===== config.mk =====
export PLATFORM = sky130hd
export DESIGN_NAME = burst_cfg_loader
export DESIGN_NICKNAME = d
export VERILOG_FILES = /design/src/rtl/bcl_pkg.sv /design/src/rtl/bcl_strobe_sync.sv /design/src/rtl/bcl_step_seq.sv /design/src/rtl/bcl_cfg_reg.sv /design/src/rtl/burst_cfg_loader.sv
export SDC_FILE = /design/constraint.sdc
export NUM_CORES = 1
export LEC_CHECK = 0
export ABC_AREA = 0
export ABC_CLOCK_PERIOD_IN_PS = 2800
export BUFFER_PORTS_ARGS = -buffer_cell sky130_fd_sc_hd__buf_2
export CAP_MARGIN = 20
export CORE_MARGIN = 2
export CORE_UTILIZATION = 46
export DETAILED_ROUTE_END_ITERATION = 6
export PLACE_DENSITY = 0.81
export SETUP_SLACK_MARGIN = 0.2
export SLEW_MARGIN = 20
export SYNTH_ARGS = -nofsm -noshare
export SYNTH_HDL_FRONTEND = slang
export SYNTH_SLANG_ARGS = --single-unit

===== constraint.sdc =====
create_clock -name clk -period 2.8 [get_ports clk]
set_clock_uncertainty 0.2 [all_clocks]
set_input_delay 0.28 -clock clk [delete_from_list [all_inputs] [get_ports clk]]
set_output_delay 0.28 -clock clk [all_outputs]
set_load 0.03 [all_outputs]

===== src/rtl/bcl_pkg.sv =====
// Package: shared constants and types of the burst configuration loader.
// Assumes a 19-bit command address whose low 12 bits select the command
// step and whose upper 7 bits carry the setting on the final step.
package bcl_pkg;
    localparam int ADDR_W    = 19;
    localparam int DATA_W    = 8;
    localparam int KEY_W     = 12;
    localparam int SET_W     = ADDR_W - KEY_W;
    localparam int MODE_W    = 3;
    localparam int WAIT_W    = 3;

    // positions of fields inside the setting slice (address bits 18:12)
    localparam int RDY_POS   = SET_W - 1;
    localparam int MODE_LSB  = WAIT_W;
    localparam int WAIT_LSB  = 0;

    localparam logic [KEY_W-1:0]  STEP1_KEY  = 12'h555;
    localparam logic [DATA_W-1:0] STEP1_DATA = 8'hAA;
    localparam logic [KEY_W-1:0]  STEP2_KEY  = 12'h2AA;
    localparam logic [DATA_W-1:0] STEP2_DATA = 8'h55;
    localparam logic [KEY_W-1:0]  STEP3_KEY  = 12'h555;
    localparam logic [DATA_W-1:0] STEP3_DATA = 8'hC0;

    typedef struct packed {
        logic              rdy_early;
        logic [MODE_W-1:0] mode;
        logic [WAIT_W-1:0] wait_code;
    } burst_cfg_t;

    localparam burst_cfg_t CFG_DEFAULT = '{rdy_early: 1'b0, mode: 3'b000, wait_code: 3'b011};

    typedef enum logic [1:0] {
        SEQ_IDLE = 2'd0,
        SEQ_GOT1 = 2'd1,
        SEQ_GOT2 = 2'd2
    } seq_state_t;
endpackage


===== src/rtl/bcl_strobe_sync.sv =====
// Module: brings an asynchronous write strobe into the clock domain and
// turns each rising edge of it into a single-cycle write event.
// Assumes the strobe stays low for at least STAGES cycles between writes.
module bcl_strobe_sync #(
    parameter int STAGES = 2
) (
    input  logic clk,
    input  logic rst_n,
    input  logic strobe_in,
    output logic write_evt
);
    logic [STAGES-1:0] sync_q;
    logic              last_q;

    generate
        for (genvar i = 0; i < STAGES; i++) begin : g_stage
            if (i == 0) begin : g_first
                // purpose: first sampling flop of the raw strobe
                always_ff @(posedge clk) begin
                    if (!rst_n) sync_q[0] <= 1'b0;
                    else        sync_q[0] <= strobe_in;
                end
            end else begin : g_next
                // purpose: further metastability settling stage
                always_ff @(posedge clk) begin
                    if (!rst_n) sync_q[i] <= 1'b0;
                    else        sync_q[i] <= sync_q[i-1];
                end
            end
        end
    endgenerate

    // purpose: remember the settled strobe for edge detection
    always_ff @(posedge clk) begin
        if (!rst_n) last_q <= 1'b0;
        else        last_q <= sync_q[STAGES-1];
    end

    assign write_evt = sync_q[STAGES-1] & ~last_q;
endmodule


===== src/rtl/bcl_step_seq.sv =====
// Module: three-step command sequencer. Tracks progress through the
// unlock sequence, requests a load on a correct third step and pulses an
// error when a sequence in progress is broken. A breaking write that
// matches step one restarts the sequence. Writes in idle that do not
// match step one are ignored silently.
// Assumes write_evt lasts one cycle and key/data are valid with it.
module bcl_step_seq
    import bcl_pkg::*;
(
    input  logic              clk,
    input  logic              rst_n,
    input  logic              write_evt,
    input  logic [KEY_W-1:0]  key,
    input  logic [DATA_W-1:0] data,
    output logic              load,
    output logic              seq_err
);
    seq_state_t state_q, state_d;
    logic       hit1, hit2, hit3, brk;

    // purpose: compare the current write against each step pattern
    always_comb begin
        hit1 = (key == STEP1_KEY) && (data == STEP1_DATA);
        hit2 = (key == STEP2_KEY) && (data == STEP2_DATA);
        hit3 = (key == STEP3_KEY) && (data == STEP3_DATA);
    end

    // purpose: next-state, load request and break detection
    always_comb begin
        state_d = state_q;
        load    = 1'b0;
        brk     = 1'b0;
        if (write_evt) begin
            case (state_q)
                SEQ_IDLE: begin
                    if (hit1) state_d = SEQ_GOT1;
                end
                SEQ_GOT1: begin
                    if (hit2) begin
                        state_d = SEQ_GOT2;
                    end else begin
                        brk     = 1'b1;
                        state_d = hit1 ? SEQ_GOT1 : SEQ_IDLE;
                    end
                end
                SEQ_GOT2: begin
                    if (hit3) begin
                        load    = 1'b1;
                        state_d = SEQ_IDLE;
                    end else begin
                        brk     = 1'b1;
                        state_d = hit1 ? SEQ_GOT1 : SEQ_IDLE;
                    end
                end
                default: state_d = SEQ_IDLE;
            endcase
        end
    end

    // purpose: hold sequence progress
    always_ff @(posedge clk) begin
        if (!rst_n) state_q <= SEQ_IDLE;
        else        state_q <= state_d;
    end

    // purpose: register the single-cycle error pulse
    always_ff @(posedge clk) begin
        if (!rst_n) seq_err <= 1'b0;
        else        seq_err <= brk;
    end
endmodule


===== src/rtl/bcl_cfg_reg.sv =====
// Module: burst configuration register plus the sticky burst-enable flag.
// Splits the 7-bit setting into its fields on a load; holds otherwise.
// Assumes load is a single-cycle request from the sequencer.
module bcl_cfg_reg
    import bcl_pkg::*;
(
    input  logic             clk,
    input  logic             rst_n,
    input  logic             load,
    input  logic [SET_W-1:0] setting,
    output burst_cfg_t       cfg,
    output logic             burst_en
);
    burst_cfg_t next_cfg;

    // purpose: split the setting slice into its fields
    always_comb begin
        next_cfg.rdy_early = setting[RDY_POS];
        next_cfg.mode      = setting[MODE_LSB +: MODE_W];
        next_cfg.wait_code = setting[WAIT_LSB +: WAIT_W];
    end

    // purpose: configuration storage with reset defaults
    always_ff @(posedge clk) begin
        if (!rst_n)    cfg <= CFG_DEFAULT;
        else if (load) cfg <= next_cfg;
    end

    // purpose: flag that a configuration has been written since reset
    always_ff @(posedge clk) begin
        if (!rst_n)    burst_en <= 1'b0;
        else if (load) burst_en <= 1'b1;
    end
endmodule


===== src/rtl/burst_cfg_loader.sv =====
// Module: top of the burst configuration command loader. Synchronizes
// the command bus strobe, runs the three-step sequencer and stores the
// setting from address bits 18:12 of the final step.
// Assumes address and data are stable while the strobe is high.
module burst_cfg_loader
    import bcl_pkg::*;
#(
    parameter int SYNC_STAGES = 2
) (
    input  logic              clk,
    input  logic              rst_n,
    input  logic              wr_strobe,
    input  logic [ADDR_W-1:0] cmd_addr,
    input  logic [DATA_W-1:0] cmd_data,
    output logic              rdy_early,
    output logic [MODE_W-1:0] burst_mode,
    output logic [WAIT_W-1:0] wait_code,
    output logic              burst_en,
    output logic              seq_err
);
    logic       write_evt;
    logic       seq_load;
    burst_cfg_t cfg;

    bcl_strobe_sync #(.STAGES(SYNC_STAGES)) u_sync (
        .clk       (clk),
        .rst_n     (rst_n),
        .strobe_in (wr_strobe),
        .write_evt (write_evt)
    );

    bcl_step_seq u_seq (
        .clk       (clk),
        .rst_n     (rst_n),
        .write_evt (write_evt),
        .key       (cmd_addr[KEY_W-1:0]),
        .data      (cmd_data),
        .load      (seq_load),
        .seq_err   (seq_err)
    );

    bcl_cfg_reg u_cfg (
        .clk      (clk),
        .rst_n    (rst_n),
        .load     (seq_load),
        .setting  (cmd_addr[ADDR_W-1:KEY_W]),
        .cfg      (cfg),
        .burst_en (burst_en)
    );

    assign rdy_early  = cfg.rdy_early;
    assign burst_mode = cfg.mode;
    assign wait_code  = cfg.wait_code;
endmodule


# [After elaboration in Yosys (flattened, before gate mapping)]
# Cells that the tools add are included.
[word_totals] wordCells=36 regBits=14 output_inout_bits=9
[op_classes] reduce_logical=6 eq_ne=8 n_mux=11 bitwise_logic=2
[ops] operator="$eq A8 B8 Y1 const B" count=2
[ops] operator="$eq A12 B10 Y1 const B" count=1
[ops] operator="$eq A12 B11 Y1 const B" count=1
[ops] operator="$eq A8 B7 Y1 const B" count=1
[ops] operator="$mux W1" count=6
[ops] operator="$mux W2" count=3
[ops] operator="$pmux W2 S3" count=1
[ops] operator="$reduce_and A2 Y1" count=2
[ops] operator="$logic_and A1 B1 Y1" count=3
[ops] operator="$eq A2 B1 Y1 const B" count=1
[ops] operator="$eq A2 B2 Y1 const B" count=1
[ops] operator="$logic_not A2 Y1" count=1
[ops] operator="$ne A2 B1 Y1 const B" count=1
[ops] operator="$pmux W1 S2" count=1
[ops] operator="$and A1 B1 Y1" count=1
[ops] operator="$not A1 Y1" count=1

# [Depth between registers and ports, before layout]
# Gate-level depths: netlist of run 1.
[depth] ltp_word=5 mapped_depth=6

# [Cells and area by module]
# A second synthesis of run 1 with hierarchy kept.
[hier_totals] hier_cells=73 area_unflattened_um2=743.2
[modules_own_cells] module="bcl_step_seq" area_per_inst_um2=362.8 cells_per_inst=42 n_inst=1
[modules_own_cells] module="bcl_cfg_reg" area_per_inst_um2=287.8 cells_per_inst=24 n_inst=1
[modules_own_cells] module="bcl_strobe_sync" area_per_inst_um2=92.6 cells_per_inst=7 n_inst=1

# [Worst setup path after synthesis of run 1]
# No wires, ideal clock.
[synth_path] path_kind="input port to flip-flop" start="in cmd_addr[5]" end="reg u_seq.state_q[0]" setup_time_ns=0.071 cell_stages=5 arrival_time_ns=1.479 setup_slack_ns=1.051 required_time_ns=2.529 path_buffers=0 cell_sequence="and4bb_2 -> nand4_2 -> or4_4 -> o22ai_1 -> o21bai_1"
[synth_via] elab_chain_cells=5 word_cells_on_any_way=11
[synth_lines] element="start, declared" line="burst_cfg_loader.sv:13" rtl="input logic [ADDR_W-1:0] cmd_addr,"
[synth_lines] element="$eq A12 B11 Y1" line="bcl_step_seq.sv:23, bcl_step_seq.sv:25"
[synth_lines] element="$logic_and A1 B1 Y1" line="bcl_step_seq.sv:23" rtl="hit1 = (key == STEP1_KEY) && (data == STEP1_DATA);"
[synth_lines] element="$mux W1" line="bcl_step_seq.sv:43, bcl_step_seq.sv:52"
[synth_lines] element="$mux W2 (on tied branches)" line="bcl_step_seq.sv:47, bcl_step_seq.sv:39"
[synth_lines] element="$pmux W2 S3" line="bcl_step_seq.sv:34" rtl="case (state_q)"
[synth_lines] element="end signal, assigned" line="bcl_step_seq.sv:63" rtl="else state_q <= state_d;"
[synth_lines] element="end, declared" line="bcl_step_seq.sv:18" rtl="seq_state_t state_q, state_d;"
# Parallel ways exist; a longest one is shown, timed or not.
# A chain may end at the register's enable or synchronous reset.

# [Final worst setup path of run 1]
[layout_path] start="reg u_seq.state_q[0]" end="reg, netlist name u_cfg.cfg[0]"
[layout_via] elab_chain_cells=3
[layout_lines] element="$eq A2 B2 Y1" line="bcl_step_seq.sv:34"
[layout_lines] element="$mux W1" line="bcl_step_seq.sv:34"
[layout_lines] element="$mux W1" line="bcl_step_seq.sv:33" rtl="if (write_evt) begin"
# Every way passes these cells.

==> flow_summary.toml, run 1 <==
[setup_path]
endpoint_kind = "flop"
start_kind = "flop"
arrival_ns = 1.70
cp_cell_sequence = "inv_1 > ha_1 > nand2_1 > nor3_4 > mux2i_1 > nand2_1"
path_class = "reg2reg"
crit_top_cell = "nand2_1"
worst-path-max-fanout = 8
slowest_stage = "nor3_4"
cpPeakStageDelay_ns = 0.40
cp.required_ns = 2.76

[floorplan]
core.rowCount = 14
die-area_sq_um = 1953
ios = 39
fp.dieW_um = 44.20
initial_core_util_pct = 49.34
die_y_um = 44.20
coreArea_sq_um = 1506

[synthesis]
synth_nets = 104
yosys_warnings = 0
avgSynthCellArea_sq_um = 10.62
yosys_register_bits = 14
yosysSeqAreaShare_pct = 37.71
netlist_instances = 70
synth_area_sq_um = 743.2
synth_cell_types = 27

[global_route]
grt_pass1_wl_um = 2663
grt_pass1_vias = 671
grt_antenna_before_repair = 0
grt.total_usage_pct = 18.58
grt_max_degree = 15
gr-total-overflow = 0

[final_layout]
finalNetCount = 146
multiInputGateArea_sq_um = 444.2
fillCellCount = 129
syn2layout_area_growth_pct = 32.66
fin_cells = 127
n_antenna_cell = 0
seqCellArea_sq_um = 280.3
final_common_cell = "buf_2"
layout-drive-gt1-share_pct = 45.95
final_area_sq_um = 985.9
final_cell_mix = "buf_2, dfxtp_1, mux2i_1, nor2b_1, nand2_1"

[routing]
vias = 657
drt_wl_total_um = 1534
drt_iter0_drc = 1
wire_per_inst_um = 12.08
drc = 0
detail-route-antenna-nets = 0
drt_first_pass_iters = 4
via_per_inst = 5.173

[placed_design]
place_area_sq_um = 949.7
placed_cells = 123
dp_hpwl_um = 1246
numPortBuffers = 38
routabilityCongestion = 0.7594
preCtsSetupSlack_ns = 0.7633

[clock_network]
path_clk_slew_ns = 0.09
clock_sinks = 14
cts_buffer_depth = 2
ctsHoldBuffers = 0
clk_latency_ns = 0.28
cts_buffers = 3
cts.repair.resized = 0
h-tree-depth = 1
post_cts_buffers = 0
cts-root-buf = "clkbuf_4"
cts_tree = "built"

[timing]
hold_viol_final = 0
fin_tns_setup_ns = 0
rsz0062_at_grt = "no"
layout_min_cycle_time_ns = 1.743
tightest_slew_ns = 0.4875
timing.final.ws_setup_ns = 1.057
finalMaxSlewViolations = 0
timing.final.crit_share_pct = 62.25
holdWs_ns = 0.005880
setup_viol = 0
fmax_mhz = 573.8
max_slew_margin_pct = 67.40

[run_status]
status = "finished, final reports clean"

[worst_hold_path]
hold_class = "in2reg"

[job]
cap_violations = 0

[pwr]
p_leak_uw = 0.0004453
ir_drop_mv = 0.2874
p_per_area_nw_per_um2 = 386.8
-- synth_stat cells --
library cell,instances,share of area (%)
mux2i_1,7,9.4
nor4b_4,1,3.2
o2bb2ai_1,1,1.2
nor4_1,1,0.84
inv_1,4,2.0
nand4bb_1,1,1.5
nand4_2,1,1.7
and2_1,3,2.5
or3b_2,1,1.2
nor2_1,1,0.50
a21oi_1,1,0.67
nor3b_1,1,1.0
nor4bb_1,2,2.7
nand2_1,6,3.0
o21bai_1,1,1.0
nand4b_1,1,1.2
clkbuf_1,1,0.50
o21a_1,3,3.0
and4bb_2,4,6.7
nor2b_1,6,5.1
ha_1,4,6.7
or4_4,1,1.5
nor4b_1,1,1.2
dfxtp_1,14,38
nor3_4,1,2.2
nand4_1,1,0.84
o22ai_1,1,0.84
-- per-layer routing --
metal / track usage, % / wire length, um / share of wire [%]
met3: 3.673 / 80 / 5.2
met4: 8.485 / 10 / 0.65
met2: 34.12 / 771 / 50
met1: 20.30 / 672 / 44
met5: 0 / 0 / 0
-- logic make-up after synthesis --
kind of cell / Yosys count / synth area share [%]
muxes: 7 / 9.428
AOI/OAI and AO/OA: 7 / 6.734
buffers and inverters: 5 / 2.524
adders and majority gates: 4 / 6.734
DFF: 14 / 37.71
and+or+nand+nor: 33 / 36.87
-- stage by stage --
step / total power, uW / util, %
2_1_floorplan: 217.9 / -
3_3_place_gp: 241.7 / 63.04
3_5_place_dp: 243.3 / 63.04
4_1_cts: 382.9 / 65.45
5_1_grt: 396.9 / 65.45
6_report: 381.3 / 65.45
-- registers in the layout, indices dropped and copies added, names as in the netlist --
register        cells
u_cfg.burst_en      1
u_cfg.cfg           7
u_seq.seq_err       1
u_seq.state_q       2
u_sync.sync_q       2
u_sync.last_q       1
-- where the power goes --
part	total, uW	internal (uW)	switching (uW)
registers	201	201	0.590
logic	37.2	22.5	14.7
clock network	143	79.1	63.8
-- layout make-up --
class | count | share of cell area (%)
clock buffers | 4 | 3.680
inverters | 4 | 1.523
multi-input cells | 51 | 45.05
flip-flops and latches | 14 | 28.43
well taps | 16 | 2.030
repair buffers | 38 | 19.29
-- worst paths after layout --
kind | from | cells past startpoint | to | slack (ns)
setup / recovery | u_seq.state_q[0] | 6 | u_cfg.cfg[0] | 1.06
hold / removal | cmd_addr[13] | 3 | u_cfg.cfg[1] | 0.006
setup reg to reg | u_seq.state_q[0] | 6 | u_cfg.cfg[0] | 1.06
hold reg to reg | u_sync.sync_q[0] | 1 | u_sync.sync_q[1] | 0.24
-- critical path, delay by kind of cell, from the launching register on --
| family | cells | cell delay, ns |
|---|---|---|
| and+or+nand+nor | 3 | 0.56 |
| muxes | 1 | 0.25 |
| buffers and inverters | 1 | 0.09 |
| adders and majority gates | 1 | 0.17 |
| DFF | 1 | 0.36 |
No activity file was read; power rests on OpenSTA's default activity.
==> inputs of run 2 (changes only) <==
- ABC_CLOCK_PERIOD_IN_PS: 2800 -> 1400
- CORE_UTILIZATION: 46 -> 39
- PLACE_DENSITY: 0.81 -> 0.74
- clock period: 2.8 -> 1.4 ns (I/O delays scaled with it)
==> run 2 against run 1 <==
The run now ends with setup timing left. Routed wire length grew 16%. Count of clock-buffer cells in the layout is the same. First-iteration DRC count grew to 6.0 times the previous value. Cell area grew 31%. Highest routed layer is now met3.
==> flow_summary.toml, run 2 (synthesis results as in run 1) <==
[run_status]
status = "complete, but fails checks"
violations = "setup timing"

[setup_path]
cp.required_ns = 1.41
slowest_stage = "or4_4"
arrival_ns = 1.55
cpPeakStageDelay_ns = 0.53
path_class = "reg2reg"
endpoint_kind = "flop"
start_kind = "flop"
path_buf_inv = 0
cp_cell_sequence = "ha_4 > or4_4 > o22ai_2 > o21bai_1"
worst-path-max-fanout = 3
path_delay_family = "simple AND/OR/NAND/NOR gates"

[global_route]
gr-total-overflow = 0
grt_pass1_vias = 665
grt_antenna_before_repair = 0
grt_pass1_wl_um = 2815
grt_max_degree = 14
grt.total_usage_pct = 17.94

[placed_design]
preCtsSetupSlack_ns = -0.3511
routabilityCongestion = 0.7594
dp_hpwl_um = 1256
numPortBuffers = 38

[routing]
wire_per_inst_um = 11.39
drt_wl_total_um = 1777
detail-route-antenna-nets = 0
drc = 0
routed.top_layer = "met3"
vias = 763
drt_iter0_drc = 6
wl_met3_um = 136
drt_first_pass_iters = 4
wl_met1_um = 761
via_per_inst = 4.891
dr_wl_met2_um = 879

[pwr]
p_leak_uw = 0.0005656
ir_drop_mv = 0.9425
sequentialPowerShare_pct = 50.4
intPower_uw = 632.0
combinationalPowerShare_pct = 14.2
p_switching_uw = 164.5
p_per_area_nw_per_um2 = 615.7
swShare_pct = 20.65
p_clk_share_pct = 35.4
finalPower_uw = 796.5

[floorplan]
die-area_sq_um = 2271
ios = 39
coreArea_sq_um = 1764
die_y_um = 47.66
core.rowCount = 15
initial_core_util_pct = 42.13
fp.dieW_um = 47.66

[timing]
tightest_slew_ns = 0.3363
setup_viol = 10
finalMaxSlewViolations = 0
rsz0062_at_grt = "yes"
max_slew_margin_pct = 77.37
timing.final.crit_share_pct = 109.8
hold_viol_final = 0
layout_min_cycle_time_ns = 1.537
fmax_mhz = 650.6
timing.final.ws_setup_ns = -0.1371

[final_layout]
reg_top3 = "u_cfg.cfg x7, u_seq.state_q x2, u_sync.sync_q x2"
final_cell_mix = "buf_2, dfxtp_1, dlygate4sd3_1, mux2i_1, buf_4"
layout-drive-gt1-share_pct = 60.31
finalNetCount = 166
syn2layout_area_growth_pct = 74.07
final_common_cell = "buf_2"
regMostFlops = "u_cfg.cfg"
n_antenna_cell = 0
largest_reg_flops = 7

[clock_network]
h-tree-depth = 1
cts-root-buf = "clkbuf_4"
cts_tree = "built"
cts_buffer_depth = 2
path_clk_slew_ns = 0.08
cts_buffers = 3
clock_sinks = 14
clk_latency_ns = 0.27

[job]
cap_violations = 0

[worst_hold_path]
hold_class = "in2reg"
## run 2: cell count changes in the layout (fill, tap and decap cells not counted), sizes merged
cell         before  now
dlygate4sd3       0    8
buf              38   50
## run 2: tightest hold or removal path, stage by stage
cell	delay, ns
buf_2	0.10
buf_4	0.17
nand2_1	0.06
## run 2: cell type report
cell class              instances  area [sq um]
clock buffers                   4         36.28
well taps                      25         31.28
flip-flops and latches         14         287.8
inverters                       4         17.52
repair buffers                 58         387.9
fillers                       142         470.5
multi-input cells              51         533.0
## run 2: path summary, 6_finish.rpt
kind | to | slack (ns) | depth (start not counted) | start
max | u_seq.state_q[0] | -0.14 | 4 | u_seq.state_q[1]
min | u_cfg.cfg[0] | 0.03 | 3 | rst_n
max reg2reg | u_seq.state_q[0] | -0.14 | 4 | u_seq.state_q[1]
min reg2reg | u_sync.sync_q[1] | 0.24 | 1 | u_sync.sync_q[0]
## run 2: power by group through the flow
stage,clock [uW],sequential [uW],combinational [uW]
floorplan,0,412,26.4
global placement,0,412,82.7
detailed placement,0,412,84.6
CTS,290,403,112
global route,306,402,123
finish,282,401,113
## run 2: layer usage
layer	track usage [%]	up-vias
met5	0	-
met4	1.622	0
met3	7.170	0
met2	30.81	26
met1	22.17	354
li1	-	383
## run 2: stage by stage
stage                     cells  utilization, %  instance area, sq um  setup TNS, ns  hold WS [ns]
after floorplan              70               -                 782.0         -1.244       0.06020
after global placement      140           60.78                  1072         -2.380        0.1484
after detailed placement    140           60.78                  1072         -2.521        0.1542
after CTS                   156           72.70                  1282        -0.8277       0.02368
after global routing        156           73.33                  1294         -1.418       0.03428
final                       156           73.33                  1294        -0.7799       0.03006
## run 2: repair_timing
action	in CTS	in global routing
hold buffers	8	0
resized for setup	14	4
buffers inserted	4	0
pin swaps	6	3
hold endpoints to repair	8	0
endpoints found under the setup margin	11	11
==> inputs of run 3 (changes only) <==
- ABC_CLOCK_PERIOD_IN_PS: 1400 -> 1900
- CORE_UTILIZATION: 39 -> 46
- PLACE_DENSITY: 0.74 -> 0.81
- RECOVER_POWER: not set -> 100
- clock period: 1.4 -> 1.9 ns (I/O delays scaled with it)
==> run 3 against run 2 <==
The run ends with hold timing left. Register-to-register slack improved by 0.38 ns. Non-clock buffer count decreased by 10. Count of clock-buffer cells in the layout unchanged. Clock power decreased by 26%. Combinational power decreased by 40%. Global-route usage increased by 1.7 points. Largest power group unchanged. Maximum frequency decreased by 7.2%. Total power decreased by 28%. Final cell count decreased by 12%.
==> flow_summary.toml, run 3 (synthesis results as in run 1) <==
[setup_path]
worst-path-max-fanout = 3
path_buf_inv = 0
cpPeakStageDelay_ns = 0.45
arrival_ns = 1.68
path_delay_family = "simple AND/OR/NAND/NOR gates"
path_class = "reg2reg"
start_kind = "flop"
endpoint_kind = "flop"
cp_cell_sequence = "or3b_2 > o2bb2ai_1 > and4bb_2 > o21a_1"
cp.required_ns = 1.92
slowest_stage = "or3b_2"

[global_route]
grt_pass1_wl_um = 2822
gr-total-overflow = 0
grt_pass1_vias = 698
grt_max_degree = 14
grt_antenna_before_repair = 0
grt.total_usage_pct = 19.59

[timing]
timing.final.crit_share_pct = 87.17
layout_min_cycle_time_ns = 1.656
finalMaxSlewViolations = 0
fmax_mhz = 603.8
max_slew_margin_pct = 75.23
setup_viol = 0
rsz0062_at_grt = "yes"
fin_tns_setup_ns = 0
tightest_slew_ns = 0.3664
holdWs_ns = -0.0003781
hold_viol_final = 1

[floorplan]
die-area_sq_um = 1953
die_y_um = 44.20
fp.dieW_um = 44.20
core.rowCount = 14
ios = 39
coreArea_sq_um = 1506
initial_core_util_pct = 49.34

[pwr]
finalPower_uw = 572.7
ir_drop_mv = 0.4643
p_leak_uw = 0.0004559
p_per_area_nw_per_um2 = 534.1

[final_layout]
syn2layout_area_growth_pct = 44.28
regMostFlops = "u_cfg.cfg"
layout-drive-gt1-share_pct = 37.19
final_cell_mix = "buf_2, dfxtp_1, clkbuf_1, dlygate4sd3_1, mux2i_1"
largest_reg_flops = 7
finalNetCount = 156
n_antenna_cell = 0
reg_top3 = "u_cfg.cfg x7, u_seq.state_q x2, u_sync.sync_q x2"
final_area_sq_um = 1072
final_common_cell = "buf_2"

[routing]
detail-route-antenna-nets = 0
drt_first_pass_iters = 4
drt_iter0_drc = 6
wire_per_inst_um = 11.89
via_per_inst = 5.139
drc = 0
vias = 704
drt_wl_total_um = 1629

[clock_network]
cts_buffer_depth = 2
path_clk_slew_ns = 0.08
h-tree-depth = 1
clock_sinks = 14
cts_tree = "built"
cts_buffers = 3
cts-root-buf = "clkbuf_4"
clk_latency_ns = 0.27

[placed_design]
dp_hpwl_um = 1310
place_area_sq_um = 964.7
numPortBuffers = 38
routabilityCongestion = 0.7529

[run_status]
status = "complete, but fails checks"
violations = "hold timing"

[job]
cap_violations = 0

[worst_hold_path]
hold_class = "in2reg"
[run 3: cell types whose count changed in the layout (fill, tap and decap cells not counted), sizes merged]
cell	previous run	this run
buf	50	31
clkbuf	4	13
[run 3: worst register-to-register path, cell delays in order, from the launching register on]
cell and delay, ns:
dfxtp_1 0.34, or3b_2 0.45, o2bb2ai_1 0.26, and4bb_2 0.27, o21a_1 0.10
[run 3: report_power, final]
part	internal (uW)	switching, uW	total [uW]
sequential	296	0.980	297
clock	116	91.7	208
combinational	44.0	24.1	68.0
[run 3: per-layer routing]
metal	up-vias	global-route usage (%)	part of all wire (%)
met5	-	0	0
met4	0	9.091	0.61
met3	2	4.490	4.8
met2	21	35.00	52
met1	322	21.83	42
li1	359	-	-
[run 3: through the flow]
stage | std cells | hold slack (ns) | setup WS, ns | utilization, %
after floorplan | 70 | 0.1173 | 0.2408 | -
after global placement | 125 | 0.1956 | 0.07989 | 64.04
after detailed placement | 125 | 0.2025 | 0.03268 | 64.04
after CTS | 137 | 0.009910 | 0.2475 | 71.76
after global routing | 137 | 0.01176 | 0.1568 | 71.18
final | 137 | -0.0003781 | 0.2438 | 71.18
[run 3: worst paths after layout]
path | from | end | slack, ns | cells past startpoint
setup / recovery | u_sync.sync_q[1] | u_seq.state_q[1] | 0.24 | 4
hold / removal | cmd_addr[14] | u_cfg.cfg[2] | -0.0004 | 3
setup reg to reg | u_sync.sync_q[1] | u_seq.state_q[1] | 0.24 | 4
hold reg to reg | u_sync.sync_q[0] | u_sync.sync_q[1] | 0.25 | 1
[run 3: final cells by class]
cell class                 count  area, sq um
tap                           16        20.02
multi-input combinational     51        446.7
fill                         124        434.2
timing repair buffer          48        274.0
inverter                       4        15.01
clock buffer                   4        36.28
sequential                    14        280.3
[run 3: repair_timing]
action / in CTS / in global routing
endpoints found under the hold margin: 7 / 0
setup endpoints to repair: 0 / 7
buffers inserted: 0 / 0
hold buffers: 8 / 0
gates resized for setup: 0 / 1
